File: src/rtl/par_tx_pkg.sv
// Shared definitions for the parallel byte transmitter.
// Assumes: polarity settings are static while traffic flows.
package par_tx_pkg;

    // Polarity setting: which pin level counts as "active"
    typedef enum logic {
        POL_LOW_ACTIVE  = 1'b0,
        POL_HIGH_ACTIVE = 1'b1
    } pol_e;

    // Convert between pin level and internal active-high meaning (self-inverse)
    function automatic logic pol_map(input logic level, input logic pol);
        return (pol == POL_HIGH_ACTIVE) ? level : ~level;
    endfunction

endpackage

File: src/rtl/ptx_word_fifo.sv
// Word FIFO for the host side of the transmitter.
// Does: stores whole host words, reports full/empty, discards writes
// when full and records that in a sticky overflow flag.
// Assumes: push and pop in the same clock domain; the head word is valid
// only while empty is low.
module ptx_word_fifo #(
    parameter int WORD_W = 32,
    parameter int DEPTH  = 8
) (
    input  logic              clk,
    input  logic              rst_n,
    input  logic              push_req,
    input  logic [WORD_W-1:0] push_word,
    input  logic              pop,
    output logic [WORD_W-1:0] head,
    output logic              empty,
    output logic              full,
    output logic              ovf
);
    localparam int AW = (DEPTH > 1) ? $clog2(DEPTH) : 1;
    localparam int CW = $clog2(DEPTH + 1);

    logic [WORD_W-1:0] mem [DEPTH];
    logic [AW-1:0]     wr_ptr;
    logic [AW-1:0]     rd_ptr;
    logic [CW-1:0]     count;
    logic              push;
    logic              do_pop;

    assign full   = (count == CW'(DEPTH));
    assign empty  = (count == '0);
    assign push   = push_req && !full;
    assign do_pop = pop && !empty;
    assign head   = mem[rd_ptr];

    // Advance a pointer with wrap at DEPTH
    function automatic logic [AW-1:0] bump(input logic [AW-1:0] p);
        return (p == AW'(DEPTH - 1)) ? '0 : p + 1'b1;
    endfunction

    // Storage write; no reset needed on data
    always_ff @(posedge clk) begin
        if (push) begin
            mem[wr_ptr] <= push_word;
        end
    end

    // Pointer and occupancy bookkeeping
    always_ff @(posedge clk) begin
        if (!rst_n) begin
            wr_ptr <= '0;
            rd_ptr <= '0;
            count  <= '0;
        end else begin
            if (push)   wr_ptr <= bump(wr_ptr);
            if (do_pop) rd_ptr <= bump(rd_ptr);
            case ({push, do_pop})
                2'b10:   count <= count + 1'b1;
                2'b01:   count <= count - 1'b1;
                default: count <= count;
            endcase
        end
    end

    // Sticky record of a discarded write
    always_ff @(posedge clk) begin
        if (!rst_n) begin
            ovf <= 1'b0;
        end else if (push_req && full) begin
            ovf <= 1'b1;
        end
    end

endmodule

File: src/rtl/ptx_byte_unpack.sv
// Splits the FIFO head word into bytes, lowest byte first.
// Does: presents the current byte, advances a lane index on each take and
// signals the FIFO to drop the word after its last lane is taken.
// Assumes: byte_take is only asserted while byte_valid is high.
module ptx_byte_unpack #(
    parameter int WORD_W = 32,
    parameter int BYTE_W = 8
) (
    input  logic              clk,
    input  logic              rst_n,
    input  logic [WORD_W-1:0] head_word,
    input  logic              word_valid,
    input  logic              byte_take,
    output logic [BYTE_W-1:0] byte_out,
    output logic              byte_valid,
    output logic              word_done
);
    localparam int LANES = WORD_W / BYTE_W;
    localparam int IDX_W = (LANES > 1) ? $clog2(LANES) : 1;

    logic [BYTE_W-1:0] lane [LANES];
    logic [IDX_W-1:0]  idx;
    logic              last_lane;

    // One slice per byte lane
    for (genvar g = 0; g < LANES; g++) begin : g_lane
        assign lane[g] = head_word[g*BYTE_W +: BYTE_W];
    end

    assign byte_valid = word_valid;
    assign byte_out   = lane[idx];
    assign last_lane  = (idx == IDX_W'(LANES - 1));
    assign word_done  = byte_take && last_lane;

    // Lane index: step on each take, wrap after the top lane
    always_ff @(posedge clk) begin
        if (!rst_n) begin
            idx <= '0;
        end else if (byte_take) begin
            idx <= last_lane ? '0 : idx + 1'b1;
        end
    end

endmodule

File: src/rtl/ptx_ready_sample.sv
// Captures the receiver ready pin on the non-drive clock edge.
// Does: maps the pin through its polarity setting and holds the result
// for the following drive edge.
// Assumes: rdy_pin meets setup/hold around the falling edge of clk.
module ptx_ready_sample
    import par_tx_pkg::*;
(
    input  logic clk,
    input  logic rst_n,
    input  logic rdy_pin,
    input  logic pol,
    output logic rdy_ok
);
    // Mid-cycle capture of the receiver's ready state
    always_ff @(negedge clk) begin
        if (!rst_n) begin
            rdy_ok <= 1'b0;
        end else begin
            rdy_ok <= pol_map(rdy_pin, pol);
        end
    end

endmodule

File: src/rtl/ptx_out_stage.sv
// Output register and data-enable control.
// Does: the bus byte is replaced only when the current byte was taken by the
// receiver or the bus is idle. A stalled byte stays with data-enable on.
// When nothing is waiting, data-enable drops and the bus keeps its value,
// so no untaken byte is ever shown as invalid.
// Assumes: rdy_ok was captured half a cycle before this edge.
module ptx_out_stage
    import par_tx_pkg::*;
#(
    parameter int BYTE_W = 8
) (
    input  logic              clk,
    input  logic              rst_n,
    input  logic              byte_valid,
    input  logic [BYTE_W-1:0] byte_in,
    input  logic              rdy_ok,
    input  logic              de_pol,
    output logic              byte_take,
    output logic [BYTE_W-1:0] bus_q,
    output logic              de_v,
    output logic              bus_de
);
    logic slot_free;

    // Bus may accept a new byte: idle, or current byte consumed this cycle
    assign slot_free = !de_v || rdy_ok;
    assign byte_take = slot_free && byte_valid;
    assign bus_de    = pol_map(de_v, de_pol);

    // Bus byte and data-enable update on the drive edge
    always_ff @(posedge clk) begin
        if (!rst_n) begin
            bus_q <= '0;
            de_v  <= 1'b0;
        end else if (slot_free) begin
            if (byte_valid) begin
                bus_q <= byte_in;
                de_v  <= 1'b1;
            end else begin
                de_v  <= 1'b0;
            end
        end
    end

endmodule

File: src/rtl/par_sync_tx.sv
// Parallel synchronous byte transmitter with ready/data-enable handshake.
// Does: accepts host words, unpacks them LSB first and drives one byte per
// data clock cycle, with receiver stall and polarity options.
// Assumes: host port is synchronous to pclk; cfg_* are static during traffic.
module par_sync_tx #(
    parameter int WORD_W     = 32,
    parameter int BYTE_W     = 8,
    parameter int FIFO_WORDS = 8,
    parameter bit CLK_FALL   = 1'b0
) (
    input  logic              pclk,
    input  logic              rst_n,
    input  logic              wr_en,
    input  logic [WORD_W-1:0] wr_word,
    output logic              wr_space,
    output logic              ovf_flag,
    input  logic              cfg_rdy_pol,
    input  logic              cfg_de_pol,
    input  logic              rdy_in,
    output logic [BYTE_W-1:0] bus_data,
    output logic              bus_de
);
    logic              core_clk;
    logic [WORD_W-1:0] head_word;
    logic              fifo_empty;
    logic              fifo_full;
    logic              word_pop;
    logic [BYTE_W-1:0] next_byte;
    logic              byte_avail;
    logic              byte_take;
    logic              rdy_s;
    logic [BYTE_W-1:0] bus_q;
    logic              de_v;

    // Select which pclk edge drives the bus
    if (CLK_FALL) begin : g_fall
        assign core_clk = ~pclk;
    end else begin : g_rise
        assign core_clk = pclk;
    end

    assign wr_space = !fifo_full;
    assign bus_data = bus_q;

    ptx_word_fifo #(
        .WORD_W (WORD_W),
        .DEPTH  (FIFO_WORDS)
    ) u_fifo (
        .clk       (core_clk),
        .rst_n     (rst_n),
        .push_req  (wr_en),
        .push_word (wr_word),
        .pop       (word_pop),
        .head      (head_word),
        .empty     (fifo_empty),
        .full      (fifo_full),
        .ovf       (ovf_flag)
    );

    ptx_byte_unpack #(
        .WORD_W (WORD_W),
        .BYTE_W (BYTE_W)
    ) u_unpack (
        .clk        (core_clk),
        .rst_n      (rst_n),
        .head_word  (head_word),
        .word_valid (!fifo_empty),
        .byte_take  (byte_take),
        .byte_out   (next_byte),
        .byte_valid (byte_avail),
        .word_done  (word_pop)
    );

    ptx_ready_sample u_rdy (
        .clk     (core_clk),
        .rst_n   (rst_n),
        .rdy_pin (rdy_in),
        .pol     (cfg_rdy_pol),
        .rdy_ok  (rdy_s)
    );

    ptx_out_stage #(
        .BYTE_W (BYTE_W)
    ) u_out (
        .clk        (core_clk),
        .rst_n      (rst_n),
        .byte_valid (byte_avail),
        .byte_in    (next_byte),
        .rdy_ok     (rdy_s),
        .de_pol     (cfg_de_pol),
        .byte_take  (byte_take),
        .bus_q      (bus_q),
        .de_v       (de_v),
        .bus_de     (bus_de)
    );

endmodule

File: config.mk
export PLATFORM = sky130hd
export DESIGN_NAME = par_sync_tx
export DESIGN_NICKNAME = d
export VERILOG_FILES = /design/src/rtl/par_tx_pkg.sv /design/src/rtl/ptx_word_fifo.sv /design/src/rtl/ptx_byte_unpack.sv /design/src/rtl/ptx_ready_sample.sv /design/src/rtl/ptx_out_stage.sv /design/src/rtl/par_sync_tx.sv
export SDC_FILE = /design/constraint.sdc
export NUM_CORES = 1
export LEC_CHECK = 0
export BUFFER_PORTS_ARGS = -buffer_cell sky130_fd_sc_hd__buf_4
export CORE_UTILIZATION = 55
export CTS_CLUSTER_DIAMETER = 40
export DETAILED_ROUTE_END_ITERATION = 7
export PLACE_DENSITY = 0.75
export REMOVE_ABC_BUFFERS = 1
export SLEW_MARGIN = 0
export SYNTH_ARGS = -nofsm -noshare
export SYNTH_HDL_FRONTEND = slang
export SYNTH_SLANG_ARGS = --single-unit
File: constraint.sdc
create_clock -name pclk -period 5.1 [get_ports pclk]
set_input_delay 1.02 -clock pclk [delete_from_list [all_inputs] [get_ports pclk]]
set_output_delay 1.02 -clock pclk [all_outputs]
set_load 0.005 [all_outputs]
==> qor.yml <==
run_status:
  status: "complete, no violations"
yosys:
  syn-cell-area_sq_um: 11010
  avgSynthCellArea_sq_um: 16.88
  postSynthCellCount: 652
  seq_area_frac_synth: 0.7458
  yosys.cell_types.count: 29
  yosysWarnings: 0
  ys_ff_latch: 282
power_and_ir_drop:
  p_comb_frac: 0.050
  p_int_uw: 3891
  sequentialPowerShare: 0.530
  ir_drop_mv: 0.2457
  powerDensity_nw_per_um2: 389.7
  power.switching_uw: 1038
  clockPowerShare: 0.421
  power_uw: 4929
  p_leak_uw: 0.003966
  switching_share: 0.2106
grt:
  antenna_found_initial: 0
  first_global_vias: 6066
  grt_pass1_wl_um: 33510
  grt_overflow: 0
  grt_max_degree: 89
  grt_usage: 0.2220
route:
  drt_iter0_drc: 458
  totalWireLength_um: 22390
  vias: 5944
  drc: 0
  vias_per_cell: 5.938
  firstDrtPassIters: 5
  antenna_left: 0
  wire_per_inst_um: 22.36
timing:
  tightest_slew_ps: 1143
  finalSetupViolations: 0
  rsz0062_at_grt: "false"
  relSlewSlack: 0.2335
  skew_ps: 41.86
  finalWorstSetupSlack_ps: 204.2
  slew_violations: 0
  hold_viol: 0
  fin_tns_setup_ps: 0
clocking:
  cts_sinks: 282
  clk_pin_slew_ps: 60
  clk_path_buf_depth: 3
  postCtsSetupBuffers: 0
  worstSkewPairLatency_ps: 570
  postCtsResizedCells: 0
  hold_buffers: 0
  cts-root-buf: "clkbuf_16"
  cts_tree: "yes"
  htree_levels: 1
  numCtsBuffers: 31
cells_and_area:
  nFillCells: 1355
  diodes: 0
  drive_gt1_frac: 0.1698
  fin_area_sq_um: 12650
  finalNonFillerCells: 1001
  final_net_count: 758
  syn_to_final_growth_pct: 14.93
die:
  dieArea_sq_um: 20580
  die_w_um: 143.5
  dieHeight_um: 143.5
  core_area_sq_um: 19530
  start_util: 0.5636
  rows: 51
  ios: 49
place:
  hpwl_um: 12080
  place_inst: 944
  gp_congestion: 0.7240
  place_area_sq_um: 11680
  place_ws_ps: 287.0
  io_buffer_count: 48
setup_path:
  start_kind: "flop"
  crit_type: "flop to flop"
  worstPathRequired_ps: 5560
  path_max_fanout: 5
  cp-end-kind: "flop"
  cp_data_arrival_time_ps: 5350
hold_path:
  hp-class: "flop to flop"
run:
  maxCapViolations: 0
==> power groups by stage <==
stage | logic [uW] | registers [uW] | clock network, uW
after global placement | 232 | 2660 | 2.45
after detailed placement | 243 | 2660 | 2.45
after CTS | 245 | 2610 | 2100
after global routing | 265 | 2610 | 2200
after floorplan | 116 | 2660 | 2.45
final | 245 | 2610 | 2070
==> cell usage in the layout, fill, tap and decap left out, drive strengths merged, types with 8 or more instances in the layout <==
cell type	n
nor2	11
a21oi	51
nand2	12
ha	8
dfxtp	26
o21ai	11
mux2i	131
edfxtp	256
buf	63
or4	8
clkinv	9
a22oi	64
clkbuf	40
==> cell type report <==
type                    instances  area (sq um)  share of cell area
multi-input cells             331          2640              0.2087
inverters                       2         7.507           0.0005935
flip-flops and latches        282          8212              0.6492
repair buffers                 63         485.5             0.03838
clock inverters                18         132.6             0.01049
clock buffers                  40         839.6             0.06638
well taps                     265         331.6             0.02621
==> Yosys cell counts <==
cell type | number | area [sq um]
nand4b_1 | 1 | 8.760
or2_2 | 1 | 6.260
or4_1 | 8 | 60.06
dfxtp_1 | 26 | 520.5
nand2b_1 | 5 | 31.28
xnor2_1 | 1 | 8.760
mux2i_1 | 131 | 1311
a22oi_1 | 64 | 480.5
ha_1 | 8 | 100.1
nor2_1 | 11 | 41.29
xor2_1 | 4 | 35.03
buf_6 | 5 | 56.30
or3_1 | 4 | 25.02
buf_4 | 9 | 67.56
inv_1 | 3 | 11.26
nand3_1 | 4 | 20.02
nor2b_1 | 3 | 18.77
buf_1 | 1 | 3.750
and2_1 | 1 | 6.260
nand2_1 | 12 | 45.04
o21a_1 | 1 | 7.510
o21ai_0 | 11 | 55.05
clkbuf_1 | 21 | 78.83
nor4_1 | 2 | 12.51
a21oi_1 | 51 | 255.2
a31oi_1 | 1 | 6.260
edfxtp_1 | 256 | 7687
nor4bb_1 | 2 | 20.02
nor3_1 | 5 | 25.02
==> per-layer routing <==
metal | vias to the layer above | share of wire | track usage | wire, um
met5 | - | 0 | 0 | 0
met2 | 191 | 0.50 | 0.3804 | 11190
met3 | 29 | 0.060 | 0.04165 | 1333
met1 | 3016 | 0.42 | 0.2872 | 9467
li1 | 2708 | - | - | -
met4 | 0 | 0.018 | 0.06887 | 393
==> critical path, cell delays in order, from the launching register on <==
cell      delay (ps)
dfxtp_1          290
nand2b_1         140
nor2b_2          160
nand2_1          140
inv_1             80
ha_1             270
xor2_1           170
ha_1             220
a21oi_1          160
xor2_1           100
or3_1            330
a21oi_1          170
==> kinds of logic (layout without fill, tap and decap cells) <==
family / Yosys count / after routing / synth area share
compound gates: 128 / 128 / 0.07310
flops: 282 / 282 / 0.7458
simple gates: 59 / 59 / 0.02910
xor+xnor: 5 / 5 / 0.003979
buf+inv: 39 / 123 / 0.01978
fa+ha+maj: 8 / 8 / 0.009095
mux: 131 / 131 / 0.1191
==> final timing paths <==
kind	startpoint	to	slack, ps	cells past startpoint
setup reg to reg	u_rdy.rdy_ok	u_fifo.count[2]	200	11
hold reg to reg	u_fifo.rd_ptr[2]	flop	490	2
setup / recovery	u_rdy.rdy_ok	u_fifo.count[2]	200	11
hold / removal	u_fifo.rd_ptr[2]	flop	490	2
==> sequential cells by signal (all words and copies together) (netlist names), named ones only <==
register	count
u_fifo.count	4
u_fifo.wr_ptr	3
u_unpack.idx	2
u_out.bus_q	8
u_fifo.mem	256
u_fifo.rd_ptr	3
u_out.de_v	1
u_fifo.ovf	1
u_rdy.rdy_ok	1
==> per-stage QoR <==
step | utilization | hold slack [ps]
after global placement | 0.5982 | 460.3
after CTS | 0.6478 | 484.6
after global routing | 0.6478 | 510.6
after detailed placement | 0.5982 | 480.9
after floorplan | - | 449.6
final | 0.6478 | 486.4
No activity file was read; power rests on OpenSTA's default activity.
